## config.mk

```make
export PLATFORM = sky130hd
export DESIGN_NAME = prng_accum
export DESIGN_NICKNAME = d
export VERILOG_FILES = /design/src/rtl/prng_accum_pkg.sv /design/src/rtl/accum_mix_arith.sv /design/src/rtl/accum_mix_xrot.sv /design/src/rtl/accum_out_stage.sv /design/src/rtl/prng_accum.sv
export SDC_FILE = /design/constraint.sdc
export NUM_CORES = 1
export LEC_CHECK = 0
export BUFFER_PORTS_ARGS = -buffer_cell sky130_fd_sc_hd__buf_2
export CAP_MARGIN = 10
export CORE_AREA = 2 2 91 76
export DETAILED_ROUTE_END_ITERATION = 10
export DIE_AREA = 0 0 93 78
export GPL_TIMING_DRIVEN = 0
export MAX_ROUTING_LAYER = met4
export PLACE_DENSITY = 0.79
export REMOVE_ABC_BUFFERS = 1
export SYNTH_ARGS = -nofsm -noshare
export SYNTH_HDL_FRONTEND = slang
export SYNTH_SLANG_ARGS = --single-unit
```

## constraint.sdc

```tcl
create_clock -name clk -period 6.7 [get_ports clk]
set_input_delay 0 -clock clk [delete_from_list [all_inputs] [get_ports clk]]
set_output_delay 0 -clock clk [all_outputs]
set_load 0.05 [all_outputs]
```

## src/rtl/prng_accum_pkg.sv

```systemverilog
package prng_accum_pkg;
  typedef enum logic {
    MIX_ARITH = 1'b0,
    MIX_XROT  = 1'b1
  } mix_mode_e;
endpackage

```

## src/rtl/accum_mix_arith.sv

```systemverilog
module accum_mix_arith #(
  parameter int HALF_W = 16
) (
  input  logic [HALF_W-1:0] raw_lo,
  input  logic [HALF_W-1:0] raw_hi,
  input  logic [HALF_W-1:0] fb_hi,
  output logic [HALF_W-1:0] mix_lo,
  output logic [HALF_W-1:0] mix_hi
);
  localparam logic [HALF_W-1:0] ONE = HALF_W'(1);

  always_comb begin
    mix_lo = raw_lo + fb_hi + ONE;
    mix_hi = raw_hi + mix_lo;
  end
endmodule

```

## src/rtl/accum_mix_xrot.sv

```systemverilog
module accum_mix_xrot #(
  parameter int HALF_W = 16,
  parameter int ROT_E  = 7,
  parameter int ADD_F  = 1
) (
  input  logic [HALF_W-1:0] raw_lo,
  input  logic [HALF_W-1:0] raw_hi,
  input  logic [HALF_W-1:0] fb_hi,
  output logic [HALF_W-1:0] mix_lo,
  output logic [HALF_W-1:0] mix_hi
);
  localparam logic [HALF_W-1:0] TAIL_K = HALF_W'(ADD_F);

  logic [HALF_W-1:0] rot_lo;

  generate
    if (ROT_E == 0) begin : g_no_rot
      assign rot_lo = raw_lo;
    end else begin : g_rot
      assign rot_lo = {raw_lo[HALF_W-1-ROT_E:0], raw_lo[HALF_W-1:HALF_W-ROT_E]};
    end
  endgenerate

  always_comb begin
    mix_lo = rot_lo ^ fb_hi;
    mix_hi = (raw_hi ^ mix_lo) + TAIL_K;
  end
endmodule

```

## src/rtl/accum_out_stage.sv

```systemverilog
module accum_out_stage #(
  parameter int HALF_W = 16,
  localparam int WORD_W = 2 * HALF_W
) (
  input  logic              clk,
  input  logic              rst_n,
  input  logic              take,
  input  logic [WORD_W-1:0] next_word,
  input  logic              out_ready,
  output logic              out_valid,
  output logic [WORD_W-1:0] out_word,
  output logic [HALF_W-1:0] fb_hi
);
  always_ff @(posedge clk) begin
    if (!rst_n) begin
      out_valid <= 1'b0;
      out_word  <= '0;
      fb_hi     <= '0;
    end else if (take) begin
      out_valid <= 1'b1;
      out_word  <= next_word;
      fb_hi     <= next_word[WORD_W-1:HALF_W];
    end else if (out_ready) begin
      out_valid <= 1'b0;
    end
  end
endmodule

```

## src/rtl/prng_accum.sv

```systemverilog
module prng_accum
  import prng_accum_pkg::*;
#(
  parameter int HALF_W = 16,
  parameter int ROT_E  = 7,
  parameter int ADD_F  = 1,
  localparam int WORD_W = 2 * HALF_W
) (
  input  logic              clk,
  input  logic              rst_n,
  input  logic              in_valid,
  output logic              in_ready,
  input  logic              in_mode,
  input  logic [WORD_W-1:0] in_word,
  output logic              out_valid,
  input  logic              out_ready,
  output logic [WORD_W-1:0] out_word
);
  logic [HALF_W-1:0] fb_hi;
  logic [HALF_W-1:0] ar_lo, ar_hi, xr_lo, xr_hi;
  logic [WORD_W-1:0] next_word;
  logic              take;
  mix_mode_e         mode_sel;

  assign in_ready = !out_valid || out_ready;
  assign take     = in_valid && in_ready;
  assign mode_sel = mix_mode_e'(in_mode);

  accum_mix_arith #(.HALF_W(HALF_W)) arith_i (
    .raw_lo(in_word[HALF_W-1:0]), .raw_hi(in_word[WORD_W-1:HALF_W]),
    .fb_hi(fb_hi), .mix_lo(ar_lo), .mix_hi(ar_hi)
  );

  accum_mix_xrot #(.HALF_W(HALF_W), .ROT_E(ROT_E), .ADD_F(ADD_F)) xrot_i (
    .raw_lo(in_word[HALF_W-1:0]), .raw_hi(in_word[WORD_W-1:HALF_W]),
    .fb_hi(fb_hi), .mix_lo(xr_lo), .mix_hi(xr_hi)
  );

  always_comb begin
    unique case (mode_sel)
      MIX_XROT: next_word = {xr_hi, xr_lo};
      default:  next_word = {ar_hi, ar_lo};
    endcase
  end

  accum_out_stage #(.HALF_W(HALF_W)) out_i (
    .clk(clk), .rst_n(rst_n), .take(take), .next_word(next_word),
    .out_ready(out_ready), .out_valid(out_valid), .out_word(out_word),
    .fb_hi(fb_hi)
  );
endmodule

```

* Word-level counts from Yosys, hierarchy flattened
Index checks and enable logic that the tools add are counted.
** Cells by class
- Bitwise gates (word level) :: 2
- Muxes and demuxes :: 3
- Reductions and logical operators :: 4
- $add $sub $neg :: 4
** Operators by type and width (count)
- adder 16 x 1 -> 16 bit, second input constant :: 2
- adder 16 bit :: 2
- 2-to-1 mux 32 bit :: 1
- XOR 16 bit :: 2
- 2-to-1 mux 1 bit :: 2
- nonzero test 2 bit :: 1
- logical AND 1 bit :: 1
- zero test 1 bit :: 1
- logical OR 1 bit :: 1
** Word-level totals
- Bits of input ports :: 37
- Logic and storage cells :: 16
- Register bits after elaboration :: 49

* Depth between registers and ports, before layout
Gate-level depths: netlist of the first run.
- Depth in word-level cells :: 4
- Gate-level depth with buffers :: 19
- Mapped depth without buffers :: 19

* Cells and area by module
A second synthesis of the first run with hierarchy kept.
** Unflattened totals
- Cell total of the unflattened synthesis :: 436
- Area total of the unflattened synthesis :: 4360.4 um^2
** By module, submodules not included
- accum_mix_arith :: cells each 205, seq. area each 0.0 um^2, instances 1, area each 1567.8 um^2
- accum_out_stage :: cells each 122, seq. area each 660.6 um^2, instances 1, area each 1397.6 um^2
- accum_mix_xrot :: cells each 71, seq. area each 0.0 um^2, instances 1, area each 838.3 um^2
- prng_accum :: cells each 38, seq. area each 0.0 um^2, instances 1, area each 556.8 um^2

* Least setup slack after synthesis of the first run
Ideal clock, no wire load.
- Path type :: reg-to-reg
- From :: register out_i.fb_hi[0]
- To :: register out_i.fb_hi[15]
- Arrival :: 4.034 ns
- Setup time :: 0.122 ns
- Path slack :: 2.544 ns
- Data required time :: 6.578 ns
- Path buffers :: 0
- Stages on the path, launching flop included :: 19
- Clock period less this slack :: 4.156 ns
- Path through :: dfxtp_1 > inv_1 > ha_1 > fa_1 > nor2b_1 > o21ai_0 > a21oi_1 > o21ai_0 > a21oi_1 > a31oi_1 > xnor2_1 > ha_1 > and4_1 > a21oi_1 > nand3_1 > o211a_1 > o31a_1 > xor2_1 > a221o_1
** On the way
- Cells in the longest elaborated chain, start to end :: 4
- Elaborated cells between the ends (all ways) :: 7
- Those cells by class :: 4 x add/sub; 1 x mux; 2 x bitwise
** RTL lines
- from (decl) :: line accum_out_stage.sv:12 : output logic [HALF_W-1:0] fb_hi
- from (signal assigned) :: line accum_out_stage.sv:22 : fb_hi <= next_word[WORD_W-1:HALF_W];
- adder 16 bit / XOR 16 bit (equally long branches) :: line accum_mix_arith.sv:13, accum_mix_xrot.sv:25
- adder 16 x 1 -> 16 bit / XOR 16 bit (equally long branches) :: line accum_mix_arith.sv:13, accum_mix_xrot.sv:26
- adder 16 bit / adder 16 x 1 -> 16 bit (equally long branches) :: line accum_mix_arith.sv:14, accum_mix_xrot.sv:26
- 2-to-1 mux 32 bit (*) :: line prng_accum.sv:40 : unique case (mode_sel)
Every way passes the cells marked *; elsewhere a longest branch is shown, timed or not.
A chain may end at the register's enable or synchronous reset.

* Final worst setup path of the first run
Ends and elaborated chain as after synthesis.

==> flow_metrics.tcl, run 1 <==
set metrics [dict create \
    avgSynthCellArea_sq_um 8.01 \
    finalHoldViolCount 0 \
    finalClockSkew_ns 0.00944 \
    drt-total-wl_um 9580 \
    clockPowerShare 0.153 \
    io_pins 71 \
    place_area_sq_um 3800 \
    final_area_sq_um 3930 \
    finalSetupTns_ns 0 \
    synth_cell_types 54 \
    vias 3350 \
    cts.repair.resized 0 \
    async_reset_ff_frac 0 \
    ys_warn_count 0 \
    cp_top_family "compound AO/OA/AOI/OAI gates" \
    critPathRequiredTime_ns 6.89 \
    r2r_slack_ns 2.10 \
    worst_path_max_delay_cell "fa_1" \
    cts-buffers-inserted 5 \
    grt_max_degree 55 \
    postCtsSetupBuffers 0 \
    first_global_vias 3017 \
    clk_pin_slew_worst_paths_ns 0.08 \
    antenna_found_initial 0 \
    die_w_um 93 \
    wl_per_cell_um 16.7 \
    clock_sinks 33 \
    drc 0 \
    crit_top_cell "a21oi_1" \
    gp_congestion 0.930 \
    dr.first_iter.drc_count 280 \
    fin_crit_sh 0.686 \
    use_met2 0.408 \
    reg2reg_from "out_i.fb_hi[0]" \
    dp_cells 565 \
    timing.fmax_mhz 218 \
    rsz0062_at_grt "false" \
    min_from "out_ready" \
    drtAntennaViolNets 0 \
    synth_compound_area_frac 0.243 \
    syn_area_sq_um 3400 \
    seq_area_frac_synth 0.194 \
    yosys-top-cells-area "dfxtp_1 19%, ha_1 13%, xnor2_1 9.3%, xor2_1 8.0%, nand2_1 5.3%" \
    swShare 0.491 \
    dieArea_sq_um 7250 \
    cp-start-kind "register" \
    overflow 0 \
    startpoint "out_i.fb_hi[0]" \
    p_int_mw 0.675 \
    fin_util 0.629 \
    yosysMostFrequentCell "nand2_1" \
    die_h_um 78 \
    synth_top_family_by_area "compound AO/OA/AOI/OAI gates" \
    fp-row-count 26 \
    min_period_ns 4.60 \
    clockBufferDepth 2 \
    sequentialPowerShare 0.196 \
    clk_latency_ns 0.30 \
    h-tree-depth 2 \
    muxShareOfSynthArea 0.00884 \
    grt_usage 0.285 \
    hold_class "in -> reg" \
    peakVddDrop_mv 0.135 \
    worst-path-buf-inv 1 \
    worstMarginPinSlew_ns 1.09 \
    powerDensity_nw_per_um2 337 \
    layout.nets 562 \
    switching_power_mw 0.651 \
    n_antenna_cell 0 \
    arrival_ns 4.78 \
    drt_first_pass_iters 4 \
    grt_use_met1 0.428 \
    maxCapViolCount 0 \
    synth-xor-area-share 0.199 \
    initial_core_util 0.544 \
    critPathMaxFanout 4 \
    syn_inst 424 \
    max_stage_delay_ns 0.42 \
    synth_edf_count 0 \
    cts-root-buf "clkbuf_8" \
    use_met3 0.0417 \
    status "finished clean" \
    yosys.area_share.simple 0.190 \
    synth_ff_type "dfxtp_1" \
    synth_fa_ha_area_frac 0.137 \
    globalRoute.busiestLayer "met1" \
    worstSetupPathType "reg -> reg" \
    post-dp-hpwl_um 7520 \
    final_cells 574 \
    synth_largest_area_cell "dfxtp_1" \
    setup_violations 0 \
    cp-end-kind "register" \
    portBuffers 70 \
    grt_pass1_wl_um 15800 \
    p_comb_frac 0.651 \
    relSlewSlack 0.269 \
    cts_tree "done" \
    vias_per_cell 5.84 \
    crit_path_cell_trace "inv_1 -> ha_1 -> fa_1 -> nor2b_1 -> o21ai_0 -> a21oi_1 -> o21ai_0 -> a21oi_1 -> a31oi_1 -> xnor2_1 -> ha_1 -> and4_1 -> a21oi_1 -> nand3_1 -> o211a_1 -> o31a_1 -> xor2_1 -> a221o_1" \
    drive_gt1_frac 0.165 \
    synth_common_cells "48 x nand2_1, 36 x xnor2_1, 34 x ha_1" \
    slew_viol_final 0 \
    synth_top_area_share 0.194 \
    ys_ff_latch 33 \
    syn2layout_area_growth_pct 15.7 \
    fp.coreArea_sq_um 6250 \
    leakage_nw 1.83 \
]
-- tightest hold or removal path: stages --
cell	delay (ns)
buf_2	0.07
nand2b_1	0.15
a21boi_0	0.10
-- metrics by stage --
stage	setup WS [ns]	power (mW)	hold slack (ns)
after floorplan	2.54	0.922	0.122
after global placement	2.26	1.09	0.270
after detailed placement	2.23	1.10	0.285
after CTS	2.18	1.32	0.0860
after global routing	1.78	1.42	0.117
final	2.10	1.33	0.0798
-- cells by family after synthesis --
logic type / after synthesis
XOR/XNOR: 71
flip-flops: 33
buffers and inverters: 25
adder cells (fa/ha/maj): 36
AND/OR/NAND/NOR: 129
AO/OA/AOI/OAI: 127
multiplexers: 3
-- path summary, 6_finish.rpt --
path                       end  depth (start not counted)
max            out_i.fb_hi[15]                         18
min            out_i.out_valid                          3
max reg2reg    out_i.fb_hi[15]                         18
min reg2reg  out_i.out_word[8]                          2
-- area by class of cell --
type                            count  area (sq um)
Timing Repair Buffer               71           360
Inverter                           12          45.0
Clock buffer                        7          86.3
Clock inverter                      1          30.0
Fill cell                         592          2310
Sequential cell                    33           661
Multi-Input combinational cell    366          2640
Tap cell                           84           105
-- registers in the layout, summed over array words and instances, names as in the netlist --
name             flops
out_i.out_valid      1
out_i.fb_hi         16
out_i.out_word      16
-- layer usage --
layer  vias up  routed length (um)
li1       1655                   -
met1      1561                4870
met2       124                4000
met3        10                 625
met4         0                  85
met5         -                   0
-- power groups by stage --
stage	registers (mW)	clock network, mW	logic (mW)
detailed placement	0.264	0	0.840
global route	0.265	0.215	0.945
finish	0.260	0.203	0.863
CTS	0.260	0.207	0.848
global placement	0.263	0	0.829
floorplan	0.370	0	0.552
-- layout by cell type (no fill, tap or decap), types with 2 or more instances in the layout --
cell type,n
a22o_1,2
and2_1,7
nor3b_1,2
o21a_1,4
nor4_4,2
and3_1,3
a221o_1,3
xnor3_1,4
nand2b_1,5
buf_2,70
ha_1,34
or3_1,3
o211ai_1,10
a21boi_0,8
o31ai_1,2
fa_1,2
nor2b_1,8
xor2_1,31
nor2_1,28
a211oi_1,8
mux2i_1,3
a21o_1,9
inv_1,12
o21ai_0,29
a31oi_1,6
a21oi_1,30
o211a_1,3
o21bai_1,2
nand3_1,7
nor3_1,4
nand2_1,48
xnor2_1,36
and4_1,2
dfxtp_1,33
nand4_1,3
clkbuf_8,6
-- what timing repair did --
action                     CTS  global route
hold endpoints to repair     1             0
setup endpoints to repair    0             0
hold buffers                 1             0
Note: power is estimated with default switching activity, not from simulation.
==> run 2: changes to the inputs <==
--- a/config.mk
+++ b/config.mk
@@ -7,12 +7,12 @@
 export LEC_CHECK = 0
 export BUFFER_PORTS_ARGS = -buffer_cell sky130_fd_sc_hd__buf_2
 export CAP_MARGIN = 10
-export CORE_AREA = 2 2 91 76
+export CORE_AREA = 2 2 95 79
 export DETAILED_ROUTE_END_ITERATION = 10
-export DIE_AREA = 0 0 93 78
+export DIE_AREA = 0 0 97 81
 export GPL_TIMING_DRIVEN = 0
 export MAX_ROUTING_LAYER = met4
-export PLACE_DENSITY = 0.79
+export PLACE_DENSITY = 0.76
 export REMOVE_ABC_BUFFERS = 1
 export SYNTH_ARGS = -nofsm -noshare
 export SYNTH_HDL_FRONTEND = slang
==> constraint.sdc (replaced) <==
create_clock -name clk -period 4.2 [get_ports clk]
set_input_delay 0 -clock clk [delete_from_list [all_inputs] [get_ports clk]]
set_output_delay 0 -clock clk [all_outputs]
set_load 0.05 [all_outputs]
==> run 2 against run 1 <==
  * Register-to-register slack lost 1.9 ns
  * Critical path type unchanged
  * Largest power group unchanged
  * Clock power grew 23%
  * Critical path depth is the same
==> flow_metrics.tcl, run 2 (same netlist as run 1, synthesis figures left out) <==
set metrics [dict create \
    largest_registers "out_i.fb_hi x16, out_i.out_word x16, out_i.out_valid x1" \
    finalClockSkew_ns 0.0104 \
    layout_common_cells "70 x buf_2, 48 x nand2_1, 36 x xnor2_1" \
    grt_usage 0.257 \
    holdWs_ns 0.0706 \
    dr.first_iter.drc_count 141 \
    h-tree-depth 2 \
    grt_pass1_wl_um 15600 \
    power_mw 2.12 \
    status "finished clean" \
    worstSetupPathType "reg -> reg" \
    vias_per_cell 5.72 \
    cp-start-kind "register" \
    timing.fmax_mhz 247 \
    final_area_sq_um 4040 \
    gp_congestion 0.922 \
    antenna_found_initial 0 \
    arrival_ns 4.22 \
    cts_tree "done" \
    drive_gt1_frac 0.208 \
    place_area_sq_um 3810 \
    n_fill_cell 691 \
    fin_util 0.574 \
    maxCapViolCount 0 \
    syn2layout_area_growth_pct 19.0 \
    clockBufferDepth 2 \
    cts-root-buf "clkbuf_8" \
    initial_core_util 0.483 \
    fp.coreArea_sq_um 7040 \
    dieArea_sq_um 7860 \
    layout.nets 571 \
    fin_crit_sh 0.962 \
    layout_commonest_cell "buf_2" \
    powerDensity_nw_per_um2 525 \
    hold_class "in -> reg" \
    finalHoldViolCount 0 \
    leakage_nw 1.86 \
    clock_sinks 33 \
    critPathRequiredTime_ns 4.38 \
    wl_per_cell_um 16.6 \
    drtAntennaViolNets 0 \
    worstMarginPinSlew_ns 1.09 \
    drt_first_pass_iters 5 \
    post-dp-hpwl_um 7580 \
    first_global_vias 3028 \
    finalSetupTns_ns 0 \
    io_pins 71 \
    setup_violations 0 \
    min_period_ns 4.04 \
    n_antenna_cell 0 \
    dp_cells 571 \
    peakVddDrop_mv 0.219 \
    die_w_um 97 \
    fin_ws_ns 0.159 \
    overflow 0 \
    slew_viol_final 0 \
    drc 0 \
    final_cells 589 \
    portBuffers 70 \
    cp-end-kind "register" \
    grt_max_degree 55 \
    drt-total-wl_um 9790 \
    fp-row-count 28 \
    vias 3367 \
    post-place-ws_ns -0.252 \
    clk_latency_ns 0.30 \
    cts-buffers-inserted 5 \
    relSlewSlack 0.269 \
    die_h_um 81 \
    clk_pin_slew_worst_paths_ns 0.08 \
    critPathMaxFanout 4 \
]
[run 2: changes by cell type in the layout (fill, tap and decap cells not counted), moves of 2 or more]
| cell | previous run | this run |
|---|---|---|
| ha_2 | 0 | 2 |
| o21ai_2 | 0 | 2 |
| clkinv_2 | 0 | 2 |
| o21ai_0 | 29 | 27 |
| buf_4 | 0 | 8 |
| a21oi_4 | 0 | 2 |
| ha_1 | 34 | 32 |
| a21oi_2 | 0 | 2 |
| a21oi_1 | 30 | 26 |
[run 2: area by class of cell]
class	count	area, sq um	share of cell area
multi-input cells	366	2710	0.670
flip-flops and latches	33	664	0.164
repair buffers	80	432	0.107
well taps	90	113	0.0278
clock buffers	6	72.6	0.0179
inverters	12	45.0	0.0111
clock inverters	2	10.0	0.00248
[run 2: final timing paths]
kind / from / to / slack, ns / depth (start not counted)
setup / recovery: out_i.fb_hi[0] / out_i.fb_hi[14] / 0.16 / 18
hold reg to reg: out_i.out_word[8] / out_i.out_word[8] / 0.45 / 2
setup reg to reg: out_i.fb_hi[0] / out_i.fb_hi[14] / 0.16 / 18
hold / removal: out_ready / out_i.out_valid / 0.07 / 3
[run 2: layer usage]
| layer | up-vias | part of all wire | track usage |
|---|---|---|---|
| met2 | 111 | 0.43 | 0.379 |
| met4 | 0 | 0.014 | 0.0662 |
| met5 | - | 0 | - |
| met1 | 1568 | 0.50 | 0.368 |
| met3 | 14 | 0.057 | 0.0396 |
| li1 | 1674 | - | - |
[run 2: what timing repair did]
item / CTS / global route
endpoints found under the setup margin: 3 / 4
setup buffers: 2 / 7
resized for setup: 4 / 16
hold buffers: 1 / 0
endpoints found under the hold margin: 1 / 0
pin swaps: 3 / 13
[run 2: where the power goes]
part / internal [mW] / switching, mW / total [mW]
Sequential: 0.364 / 0.0508 / 0.415
Clock: 0.115 / 0.133 / 0.249
Combinational: 0.576 / 0.883 / 1.46
Total: 1.06 / 1.07 / 2.12
[run 2: critical path, cell delays in order (launching register included)]
cell      delay (ns)
dfxtp_4         0.37
inv_1           0.05
ha_2            0.19
fa_2            0.39
nor2b_2         0.14
o21ai_2         0.08
a21oi_2         0.20
o21ai_2         0.12
a21oi_4         0.21
a31oi_2         0.12
xnor2_1         0.17
ha_1            0.37
and4_4          0.27
nand2_1         0.06
o31ai_1         0.51
o21ai_0         0.24
mux2i_1         0.16
o21ai_0         0.17
o211ai_1        0.10
==> run 3: changes to the inputs <==
--- a/config.mk
+++ b/config.mk
@@ -7,12 +7,12 @@
 export LEC_CHECK = 0
 export BUFFER_PORTS_ARGS = -buffer_cell sky130_fd_sc_hd__buf_2
 export CAP_MARGIN = 10
-export CORE_AREA = 2 2 95 79
+export CORE_AREA = 2 2 134 110
 export DETAILED_ROUTE_END_ITERATION = 10
-export DIE_AREA = 0 0 97 81
+export DIE_AREA = 0 0 136 112
 export GPL_TIMING_DRIVEN = 0
 export MAX_ROUTING_LAYER = met4
-export PLACE_DENSITY = 0.76
+export PLACE_DENSITY = 0.53
 export REMOVE_ABC_BUFFERS = 1
 export SYNTH_ARGS = -nofsm -noshare
 export SYNTH_HDL_FRONTEND = slang
==> constraint.sdc (replaced) <==
create_clock -name clk -period 4.1 [get_ports clk]
set_input_delay 0 -clock clk [delete_from_list [all_inputs] [get_ports clk]]
set_output_delay 0 -clock clk [all_outputs]
set_load 0.05 [all_outputs]
==> run 3 against run 2 <==
  * Clock power grew 54%
  * Via count shrank 1.9%
  * Fmax rose by 2.8%
  * Register-to-register slack barely moved
  * Setup slack improved by 0.0095 ns
  * Total power increased by 10%
  * Critical endpoint is now out_i.fb_hi[15]
  * Largest cell class unchanged
==> flow_metrics.tcl, run 3 (same netlist as run 1, synthesis figures left out) <==
set metrics [dict create \
    n_fill_cell 1548 \
    finalHoldViolCount 0 \
    timing.fmax_mhz 254 \
    die_w_um 136 \
    fin_crit_sh 0.959 \
    clockBufferDepth 2 \
    cts-buffers-inserted 5 \
    cp-end-kind "register" \
    vias 3304 \
    drt_first_pass_iters 4 \
    leakage_nw 1.90 \
    power_mw 2.34 \
    critPathRequiredTime_ns 4.27 \
    slew_viol_final 0 \
    overflow 0 \
    worstMarginPinSlew_ns 1.13 \
    drc 0 \
    met3WireLength_um 639 \
    fp.coreArea_sq_um 14000 \
    min_period_ns 3.93 \
    dr.first_iter.drc_count 199 \
    arrival_ns 4.10 \
    cts-root-buf "clkbuf_16" \
    layout.nets 572 \
    largest_registers "out_i.fb_hi x16, out_i.out_word x16, out_i.out_valid x1" \
    final_area_sq_um 4240 \
    drive_gt1_frac 0.210 \
    dp_cells 665 \
    io_pins 71 \
    fp-row-count 39 \
    portBuffers 70 \
    hold_class "in -> reg" \
    peakVddDrop_mv 0.213 \
    clk_pin_slew_worst_paths_ns 0.05 \
    met1Wirelength_um 5800 \
    post-dp-hpwl_um 9000 \
    clk_latency_ns 0.28 \
    n_antenna_cell 0 \
    finalClockSkew_ns 0.00574 \
    cp-start-kind "register" \
    status "finished clean" \
    powerDensity_nw_per_um2 552 \
    setup_violations 0 \
    fin_util 0.304 \
    grt_max_degree 55 \
    relSlewSlack 0.242 \
    gp_congestion 0.878 \
    syn2layout_area_growth_pct 24.7 \
    drtAntennaViolNets 0 \
    maxCapViolCount 0 \
    die_h_um 112 \
    place_area_sq_um 3930 \
    grt_usage 0.158 \
    dieArea_sq_um 15200 \
    antenna_found_initial 0 \
    cts_tree "done" \
    final_cells 683 \
    grt_pass1_wl_um 18100 \
    worstSetupPathType "reg -> reg" \
    layout_commonest_cell "buf_2" \
    wl_per_cell_um 16.8 \
    clock_sinks 33 \
    layout_common_cells "70 x buf_2, 48 x nand2_1, 36 x xnor2_1" \
    first_global_vias 3240 \
    initial_core_util 0.244 \
    finalSetupTns_ns 0 \
    vias_per_cell 4.84 \
    dr_wl_met2_um 4890 \
    drt-total-wl_um 11400 \
    critPathMaxFanout 4 \
    h-tree-depth 2 \
    top_layer "met4" \
]
run 3: cell count changes in the layout (fill, tap and decap cells not counted), sizes merged:
cell    previous run  this run
clkinv             2         0
clkbuf             6         7
buf               79        80
run 3: layer usage:
layer  vias to the layer above  GRT usage
li1                       1669          -
met2                        83      0.228
met5                         -          -
met4                         0     0.0292
met3                         7     0.0269
met1                      1545      0.231
run 3: through the flow:
step	hold slack (ns)	setup WS, ns
after detailed placement	0.280	-0.363
final	0.108	0.169
after CTS	0.117	0.0444
after global routing	0.131	-0.0115
after floorplan	0.122	-0.0558
after global placement	0.275	-0.400
run 3: what timing repair did:
action | CTS | global route
pin swaps | 8 | 12
hold buffers | 1 | 0
hold endpoints to repair | 1 | 0
buffers inserted | 6 | 4
resized for setup | 9 | 12
cloned | 0 | 0
setup endpoints to repair | 5 | 4
run 3: where the power goes:
part / switching (mW) / total, mW / internal [mW]
Clock: 0.145 / 0.384 / 0.239
Combinational: 0.925 / 1.53 / 0.602
Sequential: 0.0565 / 0.431 / 0.374
run 3: worst max-delay path, stage by stage, from the launching register on:
cell and delay (ns):
dfxtp_2 0.35, inv_1 0.06, ha_2 0.19, fa_2 0.38
nor2b_1 0.16, o21ai_2 0.09, a21oi_2 0.19, o21ai_2 0.10
a21oi_2 0.21, buf_4 0.14, a31oi_1 0.09, xnor2_1 0.26
ha_2 0.36, a21oi_2 0.17, nand3_1 0.09, o211a_1 0.27
o31a_1 0.30, xor2_1 0.14, a221o_1 0.28
run 3: final cells by class:
type	instances	area [sq um]	share of cell area
Tap cell	184	230	0.0543
Sequential cell	33	662	0.156
Clock buffer	7	143	0.0336
Multi-Input combinational cell	366	2720	0.643
Inverter	12	45.0	0.0106
Timing Repair Buffer	81	435	0.103
run 3: worst paths after layout:
kind,from,end,slack (ns),cells past startpoint
hold / removal,out_ready,out_i.out_valid,0.11,3
setup / recovery,out_i.fb_hi[0],out_i.fb_hi[15],0.17,18
hold reg to reg,out_i.out_word[8],out_i.out_word[8],0.44,2
setup reg to reg,out_i.fb_hi[0],out_i.fb_hi[15],0.17,18
